<file path="config.mk">
export PLATFORM = sky130hd
export DESIGN_NAME = keyed_watchdog
export DESIGN_NICKNAME = d
export VERILOG_FILES = /design/src/rtl/wdg_pkg.sv /design/src/rtl/wdg_ctrl.sv /design/src/rtl/wdg_timer.sv /design/src/rtl/keyed_watchdog.sv
export SDC_FILE = /design/constraint.sdc
export NUM_CORES = 1
export LEC_CHECK = 0
export BUFFER_PORTS_ARGS = -buffer_cell sky130_fd_sc_hd__buf_2
export CAP_MARGIN = 20
export CORE_MARGIN = 2
export CORE_UTILIZATION = 54
export CTS_BUF_LIST = sky130_fd_sc_hd__clkbuf_8
export DETAILED_ROUTE_END_ITERATION = 8
export PLACE_DENSITY = 0.82
export SYNTH_ARGS = -nofsm -noshare
export SYNTH_HDL_FRONTEND = slang
export SYNTH_SLANG_ARGS = --single-unit
</file>
<file path="constraint.sdc">
create_clock -name clk -period 2.5 [get_ports clk]
set_clock_uncertainty 0.2 [all_clocks]
set_input_delay 0.125 -clock clk [delete_from_list [all_inputs] [get_ports clk]]
set_output_delay 0.125 -clock clk [all_outputs]
set_load 0.02 [all_outputs]
</file>
<file path="src/rtl/wdg_pkg.sv">
package wdg_pkg;
  localparam int CNT_W = 6;
  localparam int KEY_W = 12;
  localparam logic [KEY_W-1:0] KICK_KEY = 12'hA57;
  localparam logic [7:0] OFF_CTRL = 8'h10;
  localparam logic [7:0] OFF_CFG  = 8'h14;
  localparam logic [7:0] OFF_MODE = 8'h18;
  localparam logic [1:0] ACT_SYSRESET = 2'b01;

  typedef struct packed {
    logic             reload;       // restart prescaler and load countdown
    logic             halt;         // stop write seen this cycle
    logic             run;          // enable level
    logic             resetAction;  // expiry drives the reset request
    logic [CNT_W-1:0] loadHalfSecs; // load value in half-second units
  } wdgStrobe_t;

  // interval code -> half-second units
  function automatic logic [CNT_W-1:0] halfSecs(input logic [3:0] code);
    logic [CNT_W-1:0] v;
    case (code)
      4'd0:    v = CNT_W'(1);
      4'd1, 4'd2, 4'd3, 4'd4, 4'd5, 4'd6:
               v = CNT_W'({code, 1'b0});
      4'd7:    v = CNT_W'(16);
      4'd8:    v = CNT_W'(20);
      4'd9:    v = CNT_W'(24);
      4'd10:   v = CNT_W'(28);
      default: v = CNT_W'(32);
    endcase
    return v;
  endfunction
endpackage

</file>
<file path="src/rtl/wdg_ctrl.sv">
module wdg_ctrl
  import wdg_pkg::*;
#(
  parameter int ADDR_W = 8,
  parameter int DATA_W = 32
) (
  input  logic              clk,
  input  logic              rst,
  input  logic [ADDR_W-1:0] busAddr,
  input  logic              busWe,
  input  logic [DATA_W-1:0] busWdata,
  input  logic              expired,
  output logic [DATA_W-1:0] busRdata,
  output wdgStrobe_t        strobe
);
  logic       enable;
  logic [3:0] code;
  logic [1:0] action;

  logic selCtrl, selCfg, selMode;
  logic ctrlWr, cfgWr, modeWr;
  logic keyOk, kick, enRise, haltWr;
  logic unusedHiBits;

  assign selCtrl = (busAddr == ADDR_W'(OFF_CTRL));
  assign selCfg  = (busAddr == ADDR_W'(OFF_CFG));
  assign selMode = (busAddr == ADDR_W'(OFF_MODE));

  assign ctrlWr = busWe && selCtrl;
  assign cfgWr  = busWe && selCfg;
  assign modeWr = busWe && selMode;

  assign keyOk  = busWdata[0] && (busWdata[KEY_W:1] == KICK_KEY);
  assign kick   = ctrlWr && keyOk;
  assign enRise = modeWr && busWdata[0] && !enable;
  assign haltWr = modeWr && !busWdata[0];

  assign unusedHiBits = ^busWdata[DATA_W-1:KEY_W+1];

  always_ff @(posedge clk) begin
    if (rst) begin
      enable <= 1'b0;
      code   <= 4'd0;
      action <= 2'b00;
    end else begin
      if (cfgWr) action <= busWdata[1:0];
      if (modeWr) begin
        enable <= busWdata[0];
        code   <= busWdata[7:4];
      end
    end
  end

  always_comb begin
    strobe.reload       = kick || enRise;
    strobe.halt         = haltWr;
    strobe.run          = enable;
    strobe.resetAction  = (action == ACT_SYSRESET);
    strobe.loadHalfSecs = enRise ? halfSecs(busWdata[7:4]) : halfSecs(code);
  end

  always_comb begin
    busRdata = '0;
    if (selCfg) begin
      busRdata[1:0] = action;
    end else if (selMode) begin
      busRdata[0]   = enable;
      busRdata[1]   = expired;
      busRdata[7:4] = code;
    end
  end
endmodule

</file>
<file path="src/rtl/wdg_timer.sv">
module wdg_timer
  import wdg_pkg::*;
#(
  parameter int HALF_SEC_CYCLES = 12_000_000
) (
  input  logic       clk,
  input  logic       rst,
  input  wdgStrobe_t strobe,
  output logic       expired,
  output logic       sysResetReq
);
  localparam int PRE_W = (HALF_SEC_CYCLES > 1) ? $clog2(HALF_SEC_CYCLES) : 1;
  localparam logic [PRE_W-1:0] PRE_LAST = PRE_W'(HALF_SEC_CYCLES - 1);

  logic [PRE_W-1:0] preCnt;
  logic [CNT_W-1:0] halfLeft;
  logic             tick;

  assign tick = (preCnt == PRE_LAST);

  always_ff @(posedge clk) begin
    if (rst) begin
      preCnt      <= '0;
      halfLeft    <= '0;
      expired     <= 1'b0;
      sysResetReq <= 1'b0;
    end else begin
      sysResetReq <= 1'b0;
      if (strobe.reload) begin
        preCnt   <= '0;
        halfLeft <= strobe.loadHalfSecs;
        expired  <= 1'b0;
      end else if (strobe.halt || !strobe.run) begin
        preCnt  <= '0;
        expired <= 1'b0;
      end else if (!expired) begin
        if (tick) begin
          preCnt <= '0;
          if (halfLeft <= CNT_W'(1)) begin
            halfLeft    <= '0;
            expired     <= 1'b1;
            sysResetReq <= strobe.resetAction;
          end else begin
            halfLeft <= halfLeft - CNT_W'(1);
          end
        end else begin
          preCnt <= preCnt + PRE_W'(1);
        end
      end
    end
  end
endmodule

</file>
<file path="src/rtl/keyed_watchdog.sv">
module keyed_watchdog
  import wdg_pkg::*;
#(
  parameter int ADDR_W          = 8,
  parameter int DATA_W          = 32,
  parameter int HALF_SEC_CYCLES = 12_000_000
) (
  input  logic              clk,
  input  logic              rst,
  input  logic [ADDR_W-1:0] busAddr,
  input  logic              busWe,
  input  logic [DATA_W-1:0] busWdata,
  output logic [DATA_W-1:0] busRdata,
  output logic              sysResetReq
);
  wdgStrobe_t strobe;
  logic       expired;

  wdg_ctrl #(.ADDR_W(ADDR_W), .DATA_W(DATA_W)) uCtrl (
    .clk      (clk),
    .rst      (rst),
    .busAddr  (busAddr),
    .busWe    (busWe),
    .busWdata (busWdata),
    .expired  (expired),
    .busRdata (busRdata),
    .strobe   (strobe)
  );

  wdg_timer #(.HALF_SEC_CYCLES(HALF_SEC_CYCLES)) uTimer (
    .clk         (clk),
    .rst         (rst),
    .strobe      (strobe),
    .expired     (expired),
    .sysResetReq (sysResetReq)
  );
endmodule

</file>
# After elaboration in Yosys (flattened, before gate mapping)

Cells that the tools add are included.

Word-level logic and storage cells: 76
Register bits: 39
Output and inout port bits: 33
Input port bits: 43

Add/subtract/negate cells: 2
Multiplexer cells: 16
Bitwise gates (word level): 2
$lt $le $gt $ge: 1
Reduce and logical (&&, ||, !) cells: 20
Equality and inequality tests: 28

Operators with widths:

| kind                                                                  | count |
|---|---|
| 6-bit case mux with 6 select lines                                    | 2 |
| 6-bit two-way mux                                                     | 6 |
| 4-bit by 3-bit equality test with 1-bit output, second input constant | 8 |
| 24-bit by 1-bit adder with 24-bit output, second input constant       | 1 |
| 24-bit equality test, second input constant                           | 1 |
| 4-bit equality test, second input constant                            | 6 |
| 8-bit by 5-bit equality test with 1-bit output, second input constant | 3 |
| 24-bit two-way mux                                                    | 1 |
| 6-bit OR reduction                                                    | 3 |
| 4-bit by 2-bit equality test with 1-bit output, second input constant | 4 |
| 12-bit equality test, second input constant                           | 1 |
| 4-bit by 1-bit equality test with 1-bit output, second input constant | 2 |
| 1-bit logical AND                                                     | 8 |
| 4-bit zero test                                                       | 2 |
| 4-bit two-way mux                                                     | 2 |
| 6-bit by 1-bit <= comparator with 1-bit output, second input constant | 1 |
| 6-bit by 1-bit subtractor with 6-bit output, second input constant    | 1 |
| 2-bit two-way mux                                                     | 2 |
| 2-bit inequality test, second input constant                          | 2 |
| 1-bit two-way mux                                                     | 3 |
| 3-bit AND reduction                                                   | 1 |
| 3-bit OR reduction                                                    | 1 |
| 2-bit by 1-bit equality test with 1-bit output, second input constant | 1 |
| 1-bit zero test                                                       | 2 |
| 3 further kinds                                                       | 5 |

# Longest topological paths before layout

Gate-level depths: netlist of run 1.

Word-level depth: 7
Gate-level depth with buffers: 9
Gate-level depth less buffers: 7

# Modules after synthesis

A second synthesis of run 1 with hierarchy kept.

Cells, all modules: 326
Area, all modules: 2641.3 um^2

Modules (own cells, without submodules):

| module    | seq. area each (um^2) | area each (um^2) | instances | cells an instance |
|---|---|---|---|---|
| wdg_timer | 640.6                 | 1751.7           | 1         | 209 |
| wdg_ctrl  | 140.1                 | 889.6            | 1         | 117 |

# Worst setup path before layout of run 1

No wires, ideal clock.

Path type: register -> register
Start: register uTimer.halfLeft[0]
End: register uTimer.halfLeft[5]
Path buffers: 0
Clock period less this slack: 2.001 ns
Path slack: 0.499 ns
Setup time: 0.117 ns
Required time: 2.183 ns
Arrival: 1.684 ns
Stages on the path, launching flop included: 8
Cell sequence: dfxtp_1 -> inv_1 -> ha_1 -> o21ai_0 -> nor3_1 -> nor4b_1 -> a311o_1 -> a22o_1

Cells in the longest elaborated chain, start to end: 6
Elaborated cells on any way between the ends: 7
Those cells by class: add/sub (1); order compare (1); mux (5)

RTL lines:

| item                                                                                                          | line                             | RTL |
|---|---|---|
| from (decl)                                                                                                   | wdg_timer.sv:16                  | `logic [CNT_W-1:0] halfLeft;` |
| from (signal assigned)                                                                                        | wdg_timer.sv:31                  | `halfLeft <= strobe.loadHalfSecs;` |
| from (signal assigned)                                                                                        | wdg_timer.sv:44                  | `halfLeft <= halfLeft - CNT_W'(1);` |
| 6-bit by 1-bit subtractor with 6-bit output or 6-bit by 1-bit <= comparator with 1-bit output (tied branches) | wdg_timer.sv:44, wdg_timer.sv:39 |  |
| 6-bit two-way mux (*)                                                                                         | wdg_timer.sv:39                  | `if (halfLeft <= CNT_W'(1)) begin` |
| 6-bit two-way mux (*)                                                                                         | wdg_timer.sv:37                  | `if (tick) begin` |
| 6-bit two-way mux (*)                                                                                         | wdg_timer.sv:36                  | `end else if (!expired) begin` |
| 6-bit two-way mux (*)                                                                                         | wdg_timer.sv:33                  | `end else if (strobe.halt \|\| !strobe.run) begin` |
| 6-bit two-way mux (*)                                                                                         | wdg_timer.sv:29                  | `if (strobe.reload) begin` |

Every way passes the cells marked *; elsewhere a longest branch is shown, timed or not. The select of a mux whose other input is x is not followed.
A chain may end at the register's enable or synchronous reset.

# Final worst setup path of run 1

Start: register uTimer.halfLeft[0]
End: register uTimer.halfLeft[2]

Same word-level chain as after synthesis.

==> impl_metrics.yaml, run 1 <==
status:
  status: "completed"
logic_synthesis:
  async_flop_share_pct: 0
  synth_edf_count: 0
  ys.warnings.count: 0
  synth_area_um2: 2680
  post_synth.cell_area_avg_um2: 8.87
  synth_most_common_cell: "dfxtp_1"
  synth-seq-cells: 39
  yosys.area.top_type: "dfxtp_1"
  synth_ff_type: "dfxtp_1"
  yosys-top-cells-count: "dfxtp_1, nor2_1, buf_4"
  ys_types: 57
  syn-instance-count: 302
  synth.area.top_cells: "dfxtp_1, nor2_4, buf_4"
  yosys.area.top_type_share_pct: 29.1
  yosysSeqAreaShare_pct: 29.1
power_and_ir_drop:
  cell_internal_pwr_w: 0.000840
  p_leak_nw: 1.14
  p_clk_share_pct: 36.2
  ir_drop_uv: 322
  power_switching_w: 0.000282
  combinationalPowerShare_pct: 8.5
  p_sw_share_pct: 25.1
  p_seq_share_pct: 55.3
  p_per_area_nw_per_um2: 384
setup_path:
  critPathKind: "register to register"
  crit_arrival_ns: 2.26
  crit_start: "uTimer.halfLeft[0]"
  path_max_fanout: 7
  end_kind: "register"
  worstPathRequired_ns: 2.48
  cp-start-kind: "register"
  rr_startpoint: "uTimer.halfLeft[0]"
die:
  pin_count: 76
  initial_utilization_pct: 56.4
  die_h_um: 74.5
  core_area_um2: 4750
  dieArea_um2: 5540
  die_w_um: 74.5
  rows: 25
hold_path:
  hp-class: "input port to register"
  hp-start: "busWdata[5]"
sta:
  setup_viol: 0
  tightest_slew_ns: 0.712
  final.min_clock_period_ns: 2.28
  hold_viol_final: 0
  hold_ws_ns: 0.0174
  slew_violations: 0
  slew_headroom_pct: 52.2
  rsz0062_at_grt: "no"
  setup_tns_ns: 0
  max_freq_mhz: 438
  fin_crit_sh_pct: 91.3
route:
  viasPerCell: 5.18
  wirelength_mm: 5.05
  route.detailed.drc: 0
  ant_nets: 0
  dr_total_vias: 2113
  drt_pass1_iterations: 4
  drt-initial-drc-count: 130
  wire_per_inst_um: 12.4
cts:
  postCtsSetupRepairBufs: 0
  cts_tree: "built"
  clk_pin_slew_ns: 0.08
  cts_sinks: 39
  clk_path_buf_depth: 2
  ctsRootBufferMaster: "clkbuf_8"
  htree_num_levels: 2
  cts_buffers: 5
  cts_resized: 0
  clock_latency_ns: 0.28
placed_design:
  gp_congestion: 0.851
  post_dp_cell_area_um2: 2790
  hpwl_mm: 3.87
  portBuffers: 30
global_route:
  grt_pass1_wl_mm: 8.85
  gr-usage-all-layers_pct: 20.2
  antenna_found_initial: 0
  overflow: 0
  grt_pass1_vias: 1976
  grt_max_degree: 14
layout:
  n_antenna_cell: 0
  final_nets: 386
  area_growth_pct: 9.15
  fin_area_um2: 2930
  drive_above_1_share_pct: 22.9
flow_run:
  drv_cap: 0
[routing by layer]
metal | wire (um) | GRT usage, % | share of wire (%) | vias to the layer above
li1 | - | - | - | 1076
met3 | 189 | 3.52 | 3.7 | 4
met4 | 43 | 5.56 | 0.85 | 0
met2 | 2550 | 34.7 | 51 | 46
met5 | 0 | 0 | 0 | -
met1 | 2260 | 26.2 | 45 | 987
[power groups by stage]
stage | combinational [W] | clock (W) | sequential (W)
floorplan | 0.0000962 | 0 | 0.000635
global placement | 0.0000887 | 0 | 0.000636
detailed placement | 0.0000901 | 0 | 0.000636
CTS | 0.0000940 | 0.000418 | 0.000621
global route | 0.000106 | 0.000443 | 0.000621
finish | 0.0000952 | 0.000406 | 0.000621
[metrics by stage]
step	util [%]	total power, W	worst slack, ns	instances
global placement	58.7	0.000724	0.300	395
global route	61.5	0.00117	0.0142	408
detailed placement	58.7	0.000726	0.245	395
floorplan	-	0.000732	0.499	327
finish	61.5	0.00112	0.217	408
CTS	61.5	0.00113	0.228	408
[placed cells by master (no fill, tap or decap), types with 6 or more instances in the layout]
cell type  instances
nor2_1            30
nor3_1             7
buf_2             30
nor2_4            21
nor2b_1            6
xnor2_1            7
conb_1            26
dfxtp_1           39
mux2i_1           10
a21oi_1           11
and3_1             7
xor2_1            14
nand2_1           21
inv_1              8
nand3_1           17
[registers in the layout (all words and copies together), names as in the netlist]
| signal | count |
|---|---|
| uCtrl.action | 2 |
| uCtrl.code | 4 |
| uCtrl.enable | 1 |
| uTimer.expired | 1 |
| uTimer.halfLeft | 6 |
| uTimer.preCnt | 24 |
| uTimer.sysResetReq | 1 |
[area by class of cell]
type / count / area (um^2)
sequential: 39 / 781
fill: 414 / 1830
multi-input combinational: 245 / 1680
tap: 67 / 83.8
clock inverter: 3 / 15.0
timing repair buffer: 41 / 270
clock buffer: 5 / 68.8
inverter: 8 / 30.0
[worst paths after layout]
path / endpoint / slack (ns) / cells after the start
setup reg to reg: uTimer.halfLeft[2] / 0.22 / 7
hold reg to reg: uTimer.preCnt[7] / 0.27 / 2
hold / removal: uCtrl.code[1] / 0.02 / 3
setup / recovery: uTimer.halfLeft[2] / 0.22 / 7
[cell families after synthesis]
logic type | Yosys count | synth area share, %
and+or+nand+nor | 147 | 36.9
adders and majority gates | 3 | 1.40
other | 1 | 0.140
muxes | 10 | 3.73
buffers and inverters | 43 | 11.8
DFF | 39 | 29.1
xor gates and xnor gates | 21 | 6.86
AOI/OAI and AO/OA | 38 | 9.99
[what timing repair did]
action                                  4_1_cts  5_1_grt
hold buffers                                  5        0
endpoints found under the hold margin         8        0
endpoints found under the setup margin        0        0
[critical path: stages, from the launching register on]
cell     delay, ns
dfxtp_1       0.36
inv_1         0.11
ha_1          0.21
o21ai_0       0.11
nor3_1        0.57
nor4b_1       0.11
a211o_1       0.28
a22o_1        0.23
Note: power is estimated with default switching activity, not from simulation.
==> run 2, diff against run 1 <==
--- a/config.mk
+++ b/config.mk
@@ -11,7 +11,7 @@
 export CORE_UTILIZATION = 54
 export CTS_BUF_LIST = sky130_fd_sc_hd__clkbuf_8
 export DETAILED_ROUTE_END_ITERATION = 8
-export PLACE_DENSITY = 0.82
+export PLACE_DENSITY = 0.92
 export SYNTH_ARGS = -nofsm -noshare
 export SYNTH_HDL_FRONTEND = slang
 export SYNTH_SLANG_ARGS = --single-unit
==> impl_metrics.yaml, run 2 (synthesis gave the netlist of run 1 again) <==
sta:
  final.min_clock_period_ns: 2.21
  hold_viol_final: 0
  max_freq_mhz: 452
  tightest_slew_ns: 0.480
  slew_violations: 0
  setup_ws_ns: 0.288
  rsz0062_at_grt: "no"
  setup_viol: 0
  slew_headroom_pct: 67.5
  setup_tns_ns: 0
  fin_crit_sh_pct: 88.5
route:
  drt_pass1_iterations: 5
  drt-initial-drc-count: 95
  viasPerCell: 5.27
  ant_nets: 0
  wire_per_inst_um: 13.1
  dr_total_vias: 2140
  wirelength_mm: 5.33
  route.detailed.drc: 0
cts:
  ctsRootBufferMaster: "clkbuf_8"
  clk_path_buf_depth: 2
  cts_buffers: 5
  htree_num_levels: 2
  clock_latency_ns: 0.29
  clk_pin_slew_ns: 0.07
  cts_tree: "built"
  cts_sinks: 39
global_route:
  overflow: 0
  antenna_found_initial: 0
  grt_pass1_wl_mm: 9.04
  grt_max_degree: 22
  gr-usage-all-layers_pct: 21.0
  grt_pass1_vias: 2048
placed_design:
  place_inst: 392
  post_dp_cell_area_um2: 2760
  place_ws_ns: 0.104
  gp_congestion: 0.827
  portBuffers: 30
  hpwl_mm: 3.89
layout:
  multi_input_area_um2: 1680
  sequential_cell_area_um2: 781
  area_growth_pct: 9.01
  most-common-layout-cells: "dfxtp_1, nor2_1, buf_2, conb_1"
  final_nets: 384
  largest_reg_flops: 24
  drive_above_1_share_pct: 22.1
  fin_area_um2: 2920
  top_register: "uTimer.preCnt"
  n_antenna_cell: 0
  final_common_cell: "dfxtp_1"
  reg_top3: "uTimer.preCnt: 24 flops, uTimer.halfLeft: 6 flops, uCtrl.code: 4 flops"
  finalNonFillerCells: 406
  n_fill_cell: 390
setup_path:
  end_kind: "register"
  rr_startpoint: "uTimer.halfLeft[0]"
  reg2reg_setup_slack_ns: 0.29
  critPathKind: "input port to register"
  path_max_fanout: 8
  r2r-end: "uTimer.halfLeft[5]"
  r2r_cells: 7
  cp-start-kind: "input port"
  crit_arrival_ns: 2.19
  worstPathRequired_ns: 2.48
die:
  die_w_um: 74.5
  dieArea_um2: 5540
  initial_utilization_pct: 56.4
  rows: 25
  die_h_um: 74.5
  core_area_um2: 4750
  pin_count: 76
power_and_ir_drop:
  p_per_area_nw_per_um2: 405
  ir_drop_uv: 355
  finalPower_w: 0.00118
  p_leak_nw: 1.14
flow_run:
  drv_cap: 0
status:
  status: "completed"
hold_path:
  hp-start: "busWdata[5]"
  hold_depth: 3
  hp-class: "input port to register"
  hold_path_end: "uCtrl.code[1]"
run 2: cell types whose count changed in the layout (fill, tap and decap cells not counted), sizes merged:
cell,change
clkbuf,+2
clkinv,-3
dlygate4sd3,+1
buf,-3
inv,+1
run 2: worst max-delay path by stage:
stage                            start                  to  slack [ns]  cells past startpoint
floorplan           uTimer.halfLeft[0]  uTimer.halfLeft[5]        0.50                      7
global placement    uTimer.halfLeft[0]  uTimer.halfLeft[5]        0.24                      7
detailed placement  uTimer.halfLeft[1]  uTimer.halfLeft[5]        0.10                      7
CTS                 uTimer.halfLeft[1]  uTimer.halfLeft[5]        0.08                      7
global route        uTimer.halfLeft[0]  uTimer.halfLeft[5]        0.16                      7
finish                      busAddr[1]       uCtrl.code[3]        0.29                      8
run 2: layout make-up:
| type | count | area share (%) |
|---|---|---|
| tap | 67 | 2.87 |
| clock buffer | 7 | 3.30 |
| timing repair buffer | 39 | 8.39 |
| multi-input combinational | 245 | 57.6 |
| inverter | 8 | 1.03 |
| clock inverter | 1 | 0.128 |
| sequential | 39 | 26.7 |
run 2: stage by stage:
step                hold slack, ns  utilization (%)
finish                     0.00342             61.4
global route                0.0388             61.4
CTS                        0.00164             61.3
detailed placement           0.198             58.0
global placement             0.189             58.0
floorplan                   0.0689                -
run 2: power breakdown:
group	switching, W	internal [W]
registers	0.000000210	0.000621
clock network	0.000217	0.000248
logic	0.0000681	0.0000286
total	0.000285	0.000897
run 2: timing repair:
action	in CTS	in global routing
buffers inserted	0	0
hold endpoints to repair	8	0
hold buffers	6	0
gates resized for setup	0	1
endpoints found under the setup margin	0	2
run 2: layer usage:
| layer | track usage [%] | share of wire (%) |
|---|---|---|
| met2 | 36.3 | 52 |
| met5 | 0 | 0 |
| met1 | 24.9 | 42 |
| met4 | 7.94 | 1.3 |
| met3 | 5.56 | 4.7 |
run 2: critical path, stage by stage:
cell,delay (ns)
buf_2,0.10
nor4b_2,0.42
nor3b_2,0.23
buf_4,0.17
nand3_1,0.28
mux2i_1,0.25
nor2_1,0.06
dlygate4sd3_1,0.55
